--- src/rtl/xl_pkg.sv ---
// Shared types and code values for the segment translator.
// Assumes 64-bit virtual addresses with the region in the top two bits.
package xl_pkg;
    typedef enum logic [1:0] {
        ACC_FETCH = 2'b00,
        ACC_LOAD  = 2'b01,
        ACC_STORE = 2'b10,
        ACC_RSVD  = 2'b11
    } acc_kind_t;

    typedef enum logic [1:0] {
        RGN_USER  = 2'b00,
        RGN_SUPV  = 2'b01,
        RGN_PHYS  = 2'b10,
        RGN_KERN  = 2'b11
    } region_t;

    localparam int CODE_W = 5;
    localparam logic [CODE_W-1:0] CODE_LOAD_ERR  = 5'h04;
    localparam logic [CODE_W-1:0] CODE_STORE_ERR = 5'h05;
endpackage

--- src/rtl/xl_seg_decode.sv ---
// Combinational segment decode and physical address formation.
// Assumes ADDR_W is 64: the slice positions follow the fixed segment layout.
module xl_seg_decode
    import xl_pkg::*;
#(
    parameter int ADDR_W = 64
) (
    input  logic [ADDR_W-1:0] vaddr,
    output logic              hit,
    output logic [ADDR_W-1:0] paddr
);
    localparam int RGN_HI  = ADDR_W - 1;
    localparam int RGN_LO  = ADDR_W - 2;
    localparam int KTOP_HI = ADDR_W - 3;
    localparam int KTOP_LO = 31;
    localparam int CSEG_HI = 30;
    localparam int WIN_W   = ADDR_W - 5;
    localparam int CPT_W   = 29;

    region_t rgn;
    logic    ktop_ones;

    assign rgn       = region_t'(vaddr[RGN_HI:RGN_LO]);
    assign ktop_ones = &vaddr[KTOP_HI:KTOP_LO];

    // Select the region and build the zero-extended physical address.
    always_comb begin
        hit   = 1'b0;
        paddr = '0;
        case (rgn)
            RGN_PHYS: begin
                hit   = 1'b1;
                paddr = {{(ADDR_W-WIN_W){1'b0}}, vaddr[WIN_W-1:0]};
            end
            RGN_KERN: begin
                // Compatibility segments with bit 30 clear are unmapped.
                if (ktop_ones && !vaddr[CSEG_HI]) begin
                    hit   = 1'b1;
                    paddr = {{(ADDR_W-CPT_W){1'b0}}, vaddr[CPT_W-1:0]};
                end
            end
            default: begin
                hit   = 1'b0;
                paddr = '0;
            end
        endcase
    end
endmodule

--- src/rtl/xl_fault_code.sv ---
// Picks the address-error code from the access kind.
// Assumes the caller qualifies the result with the fault flag.
module xl_fault_code
    import xl_pkg::*;
(
    input  acc_kind_t          kind,
    input  logic               fault,
    output logic [CODE_W-1:0]  code
);
    // Store faults get the store code, all other kinds the load code.
    always_comb begin
        if (!fault)                code = '0;
        else if (kind == ACC_STORE) code = CODE_STORE_ERR;
        else                       code = CODE_LOAD_ERR;
    end
endmodule

--- src/rtl/vaddr_seg_xlate.sv ---
// Top of the segment translator: decode, code select, one response register.
// Assumes one request per cycle at most; the response follows one cycle later.
module vaddr_seg_xlate
    import xl_pkg::*;
#(
    parameter int ADDR_W = 64
) (
    input  logic              clk,
    input  logic              rst_n,
    input  logic              req_valid,
    input  logic [ADDR_W-1:0] req_vaddr,
    input  logic [1:0]        req_kind,
    output logic              rsp_valid,
    output logic              rsp_fault,
    output logic [CODE_W-1:0] rsp_code,
    output logic [ADDR_W-1:0] rsp_paddr,
    output logic [ADDR_W-1:0] rsp_badaddr
);
    logic              dec_hit;
    logic [ADDR_W-1:0] dec_paddr;
    logic              nxt_fault;
    logic [CODE_W-1:0] nxt_code;

    xl_seg_decode #(.ADDR_W(ADDR_W)) u_dec (
        .vaddr (req_vaddr),
        .hit   (dec_hit),
        .paddr (dec_paddr)
    );

    assign nxt_fault = req_valid && !dec_hit;

    xl_fault_code u_code (
        .kind  (acc_kind_t'(req_kind)),
        .fault (nxt_fault),
        .code  (nxt_code)
    );

    // Register the response; idle cycles leave every field at zero.
    always_ff @(posedge clk) begin
        if (!rst_n || !req_valid) begin
            rsp_valid   <= 1'b0;
            rsp_fault   <= 1'b0;
            rsp_code    <= '0;
            rsp_paddr   <= '0;
            rsp_badaddr <= '0;
        end else begin
            rsp_valid   <= 1'b1;
            rsp_fault   <= nxt_fault;
            rsp_code    <= nxt_code;
            rsp_paddr   <= nxt_fault ? '0 : dec_paddr;
            rsp_badaddr <= nxt_fault ? req_vaddr : '0;
        end
    end

    AST_RSP_LATENCY: assert property (@(posedge clk) disable iff (!rst_n)
        $past(rst_n) |-> rsp_valid == $past(req_valid));
    AST_IDLE_QUIET: assert property (@(posedge clk) disable iff (!rst_n)
        !rsp_valid |-> (!rsp_fault && rsp_paddr == '0 && rsp_badaddr == '0));
    AST_PHYS_NO_FAULT: assert property (@(posedge clk) disable iff (!rst_n)
        ($past(rst_n) && $past(req_valid) && $past(req_vaddr[ADDR_W-1:ADDR_W-2]) == 2'b10)
        |-> !rsp_fault);
    AST_USER_SUPV_FAULT: assert property (@(posedge clk) disable iff (!rst_n)
        ($past(rst_n) && $past(req_valid) && !$past(req_vaddr[ADDR_W-1]))
        |-> rsp_fault);
    AST_CODE_RANGE: assert property (@(posedge clk) disable iff (!rst_n)
        rsp_fault |-> (rsp_code == CODE_LOAD_ERR || rsp_code == CODE_STORE_ERR));
    AST_FAULT_PADDR_ZERO: assert property (@(posedge clk) disable iff (!rst_n)
        rsp_fault |-> rsp_paddr == '0);
    AST_BADADDR_ECHO: assert property (@(posedge clk) disable iff (!rst_n)
        ($past(rst_n) && rsp_fault) |-> rsp_badaddr == $past(req_vaddr));
endmodule

--- config.mk ---
export PLATFORM = sky130hd
export DESIGN_NAME = vaddr_seg_xlate
export DESIGN_NICKNAME = d
export VERILOG_FILES = /design/src/rtl/xl_pkg.sv /design/src/rtl/xl_seg_decode.sv /design/src/rtl/xl_fault_code.sv /design/src/rtl/vaddr_seg_xlate.sv
export SDC_FILE = /design/constraint.sdc
export NUM_CORES = 1
export LEC_CHECK = 0
export ABC_AREA = 1
export BUFFER_PORTS_ARGS = -buffer_cell sky130_fd_sc_hd__buf_2
export CAP_MARGIN = 20
export CORE_MARGIN = 2
export CORE_UTILIZATION = 30
export CTS_CLUSTER_SIZE = 16
export DETAILED_ROUTE_END_ITERATION = 10
export RECOVER_POWER = 100
export SYNTH_ARGS = -nofsm -noshare
export SYNTH_HDL_FRONTEND = slang
export SYNTH_SLANG_ARGS = --single-unit
--- constraint.sdc ---
create_clock -name clk -period 1.3 [get_ports clk]
set_clock_uncertainty 0.05 [all_clocks]
set_input_delay 0.26 -clock clk [delete_from_list [all_inputs] [get_ports clk]]
set_output_delay 0.26 -clock clk [all_outputs]
set_load 0.02 [all_outputs]
==> impl_metrics.tcl, run 1 <==
set metrics [dict create \
    num_rows 40 \
    via_per_inst 3.99 \
    htree_levels 4 \
    core_area_mm2 0.0120 \
    netlist_area_mm2 0.00370 \
    drtPass1Iterations 4 \
    drtIter0Drc 118 \
    portBuffers 195 \
    status "complete, no violations" \
    whs_path_depth 3 \
    cts_sinks 127 \
    cts_max_path_buffers 2 \
    overflow 0 \
    path_clk_slew_ps 50 \
    tns_ps 0 \
    yosys_warnings 0 \
    crit_path_max_fanout 1 \
    relSlewSlack_pct 54.1 \
    final_common_cell "dfxtp_1" \
    area_growth_pct 50.1 \
    synth_top_area_share_pct 68.8 \
    nets 671 \
    rsz0062_at_grt "no" \
    power_density_mw_per_mm2 1790 \
    worstHoldPathType "input port to flip-flop" \
    fillers 1165 \
    cts_setup_buffers 0 \
    p_comb_share_pct 6.6 \
    start_util_pct 30.8 \
    worst_setup_path_start_kind "flip-flop" \
    cpLargestDelayFamily "flip-flops" \
    die_area_mm2 0.0132 \
    slew_viol_final 0 \
    cts_buffers 17 \
    cts_tree "yes" \
    wirelength_um 9480 \
    dp_hpwl_um 7000 \
    die_h_um 115 \
    cts-root-buf "clkbuf_16" \
    drive_above_1_share_pct 41.4 \
    fin_crit_ps 1240 \
    drc_errors 0 \
    wl_per_cell_um 12.5 \
    intPower_mw 7.83 \
    n_antenna_cell 0 \
    yosys.cell_types.count 15 \
    gp_congestion 0.752 \
    grt_pass1_wl_um 14700 \
    final-hold-violation-count 0 \
    synth_area_leaders "dfxtp_1 69%, nor2_1 9.2%, inv_1 7.0%" \
    placed_cells 729 \
    grt_pass1_vias 3043 \
    grt_max_degree 33 \
    worst-path-buf-inv 1 \
    crit_path_max_incr_delay_ps 300 \
    path_cells "clkbuf_1" \
    finalSetupViolCount 0 \
    grt_use_total_pct 15.0 \
    antenna_left 0 \
    synthCells 379 \
    switching_share_pct 21.0 \
    yosys.area.top_type "dfxtp_1" \
    pwr-share-clk_pct 52.6 \
    hold_start "req_vaddr[4]" \
    pin_count 204 \
    yosysSeqAreaShare_pct 68.8 \
    cp.arrival_ps 930 \
    ir_drop_v 0.000917 \
    seq_power_share_pct 40.7 \
    ys_seq_elements 127 \
    tightest_slew_ps 688 \
    leakagePower_nw 3.01 \
    slowest_stage "dfxtp_1" \
    max_freq_mhz 806 \
    drv_cap 0 \
    most-common-layout-cells "127 x dfxtp_1, 126 x clkbuf_2, 98 x nor2_1" \
    required_ps 990 \
    finalCritPeriodShare_pct 95.4 \
    crit_type "flip-flop to output port" \
    syn_area_per_cell_um2 9.75 \
    antenna_found_initial 0 \
    min_to "rsp_paddr[4]$_SDFF_PP0_" \
    die-width_um 115 \
    switchingPower_mw 2.08 \
    finalNonFillerCells 761 \
    vias 3037 \
    cp-end-kind "output port" \
]
[synthesized netlist by cell type]
master and instances:
inv_1 69, buf_2 2, nor2_4 10, nor2_1 91, dfxtp_1 127, nor3_1 30
nand4_1 3, conb_1 1, buf_4 14, nand3_2 1, buf_6 1, buf_12 1
nand3_1 2, nand2_1 21, clkbuf_1 6
[cell type report]
cell class	instances	area [µm²]	area share, %
clock inverters	10	183	3.29
multi-input cells	166	707	12.7
inverters	69	259	4.67
clock buffers	21	480	8.66
repair buffers	221	1190	21.5
well taps	147	184	3.32
flip-flops and latches	127	2540	45.8
[per-layer routing]
| metal | vias up | part of all wire (%) | GRT usage (%) |
|---|---|---|---|
| li1 | 1539 | - | - |
| met1 | 1343 | 41 | 16.0 |
| met2 | 139 | 47 | 24.4 |
| met3 | 16 | 10 | 7.85 |
| met4 | 0 | 2.2 | 7.55 |
| met5 | - | 0 | 0 |
[timing repair]
item / 4_1_cts / 5_1_grt
endpoints found under the setup margin: 0 / 0
hold buffers: 1 / 0
hold endpoints to repair: 1 / 0
gates resized for setup: 0 / 0
[power groups by stage]
stage / clock network [mW] / logic [mW] / registers [mW]
after global routing: 5.50 / 0.726 / 4.04
final: 5.22 / 0.658 / 4.03
after floorplan: 0 / 0.234 / 4.25
after detailed placement: 0 / 0.683 / 4.11
after global placement: 0 / 0.674 / 4.11
after CTS: 5.35 / 0.688 / 4.03
[sequential cells by signal, indices dropped and copies added (netlist names)]
| signal | cells |
|---|---|
| rsp_code | 2 |
| rsp_valid | 1 |
| rsp_paddr | 59 |
| rsp_badaddr | 64 |
| rsp_fault | 1 |
[through the flow]
step	instance area (µm²)	hold slack, ps	util, %	total power [mW]	setup slack, ps
6_report	5550	32.1	46.2	9.91	59.9
5_1_grt	5550	18.0	46.2	10.3	29.7
4_1_cts	5620	0.496	46.8	10.1	43.1
3_5_place_dp	4950	446	41.2	4.80	-322
3_3_place_gp	4950	438	41.2	4.78	-293
2_1_floorplan	3720	322	-	4.49	53.6
[kinds of logic after synthesis]
| family | Yosys count | share of synthesized area, % |
|---|---|---|
| other cells | 1 | 0.101 |
| buf+inv | 93 | 11.6 |
| simple gates | 158 | 19.5 |
| flops | 127 | 68.8 |
[worst max path at each step]
stage / from / to / slack, ps / cells past startpoint
floorplan: req_vaddr[30] / rsp_badaddr[19]$_SDFF_PP0_ / 50 / 10
CTS: rsp_paddr[37]$_SDFF_PP0_ / rsp_paddr[37] / 40 / 1
global placement: req_vaddr[30] / rsp_badaddr[36]$_SDFF_PP0_ / -290 / 10
global route: rsp_paddr[52]$_SDFF_PP0_ / rsp_paddr[52] / 30 / 1
detailed placement: req_vaddr[30] / rsp_badaddr[32]$_SDFF_PP0_ / -320 / 10
finish: rsp_badaddr[58]$_SDFF_PP0_ / rsp_badaddr[58] / 60 / 1
No activity file was read; power rests on OpenSTA's default activity.
==> run 2, diff against run 1 <==
--- a/config.mk
+++ b/config.mk
@@ -8,11 +8,12 @@
 export ABC_AREA = 1
 export BUFFER_PORTS_ARGS = -buffer_cell sky130_fd_sc_hd__buf_2
 export CAP_MARGIN = 20
-export CORE_MARGIN = 2
+export CORE_MARGIN = 1.5
 export CORE_UTILIZATION = 30
 export CTS_CLUSTER_SIZE = 16
 export DETAILED_ROUTE_END_ITERATION = 10
 export RECOVER_POWER = 100
+export REMOVE_ABC_BUFFERS = 1
 export SYNTH_ARGS = -nofsm -noshare
 export SYNTH_HDL_FRONTEND = slang
 export SYNTH_SLANG_ARGS = --single-unit
==> run 2 against run 1 <==
First-iteration DRC count increased by 16%. Critical path depth unchanged. Clock power decreased by 12%. Critical path type unchanged.
==> impl_metrics.tcl, run 2 (synthesis results as in run 1) <==
set metrics [dict create \
    cts_max_path_buffers 2 \
    rsz0062_at_grt "no" \
    core_area_mm2 0.0120 \
    cts_setup_buffers 0 \
    design_area_mm2 0.00540 \
    final_common_cell "dfxtp_1" \
    finalSetupViolCount 0 \
    antenna_found_initial 1 \
    worstHoldPathType "input port to flip-flop" \
    path_cells "clkbuf_1" \
    finalCritPeriodShare_pct 95.5 \
    drv_cap 0 \
    fillers 1188 \
    setup_slack_ps 58.0 \
    gp_congestion 0.714 \
    cpLargestDelayFamily "flip-flops" \
    area_growth_pct 46.2 \
    pin_count 204 \
    leakagePower_nw 2.94 \
    die-width_um 114 \
    drtIter0Drc 137 \
    dp_hpwl_um 6580 \
    die_area_mm2 0.0130 \
    worst-path-buf-inv 1 \
    crit_path_max_incr_delay_ps 300 \
    htree_levels 4 \
    start_util_pct 30.8 \
    crit_type "flip-flop to output port" \
    seq_area_mm2 0.00254 \
    placed_cell_area_mm2 0.00490 \
    ctsHoldBuffers 0 \
    required_ps 990 \
    ir_drop_v 0.000730 \
    slew_viol_final 0 \
    crit_path_max_fanout 1 \
    most-common-layout-cells "127 x dfxtp_1, 123 x clkbuf_2, 99 x nor2_1" \
    drc_errors 0 \
    portBuffers 195 \
    wl_per_cell_um 12.1 \
    n_antenna_cell 0 \
    nets 662 \
    overflow 0 \
    grt_max_degree 31 \
    drive_above_1_share_pct 39.0 \
    status "complete, no violations" \
    antenna_left 0 \
    largest_reg_flops 64 \
    grt_pass1_vias 2988 \
    max_freq_mhz 805 \
    cts-root-buf "clkbuf_16" \
    cts_sinks 127 \
    cp-end-kind "output port" \
    tightest_slew_ps 710 \
    multiInputGateArea_um2 692 \
    grt_use_total_pct 14.4 \
    drtPass1Iterations 4 \
    grt_pass1_wl_um 14100 \
    wirelength_um 9070 \
    power_density_mw_per_mm2 1720 \
    slowest_stage "dfxtp_1" \
    regMostFlops "rsp_badaddr" \
    die_h_um 114 \
    place_ws_ps -307 \
    worst_setup_path_start_kind "flip-flop" \
    num_rows 40 \
    via_per_inst 4.01 \
    final-hold-violation-count 0 \
    ctsResizeCount 0 \
    cp.arrival_ps 930 \
    vias 3019 \
    cts_tree "yes" \
    largestRegisters "rsp_badaddr x64, rsp_paddr x59, rsp_code x2" \
    path_clk_slew_ps 50 \
    relSlewSlack_pct 52.7 \
    fin_crit_ps 1240 \
    cts_buffers 17 \
]
run 2: cell count changes in the layout (fill, tap and decap cells not counted), moves of 2 or more:
cell | previous run | this run
buf_4 | 20 | 10
clkinvlp_4 | 3 | 0
clkbuf_2 | 126 | 123
buf_12 | 1 | 4
clkinv_2 | 2 | 4
bufinv_16 | 5 | 2
clkbuf_1 | 3 | 10
run 2: path summary, 6_finish.rpt:
path / cells past startpoint / slack (ps) / from / endpoint
hold / removal: 3 / 30 / req_vaddr[0] / rsp_badaddr[0]$_SDFF_PP0_
setup / recovery: 1 / 60 / rsp_badaddr[8]$_SDFF_PP0_ / rsp_badaddr[8]
run 2: metrics by stage:
step	setup TNS, ps	utilization [%]	std cells	hold slack, ps	power, mW
after global placement	-23780	40.8	721	436	4.77
final	0	45.0	752	31.0	9.29
after CTS	0	45.7	752	13.4	9.42
after global routing	0	45.0	752	20.7	9.65
after floorplan	-103200	-	362	322	4.45
after detailed placement	-25770	40.8	721	443	4.78
run 2: layer usage:
layer	vias up	part of all wire [%]	track usage, %
li1	1522	-	-
met4	2	2.0	6.67
met3	20	9.9	7.55
met1	1331	41	14.6
met5	-	0.13	0
met2	144	47	24.6
run 2: layout make-up:
type	instances	share of cell area, %
Sequential cell	127	47.1
Timing Repair Buffer	212	21.1
Multi-Input combinational cell	166	12.8
Clock buffer	25	9.36
Inverter	69	4.79
Tap cell	147	3.40
Clock inverter	6	1.48
run 2: power breakdown:
group / total [mW] / internal, mW / switching [mW]
sequential: 4.04 / 4.01 / 0.0303
combinational: 0.643 / 0.227 / 0.415
clock: 4.61 / 3.05 / 1.56
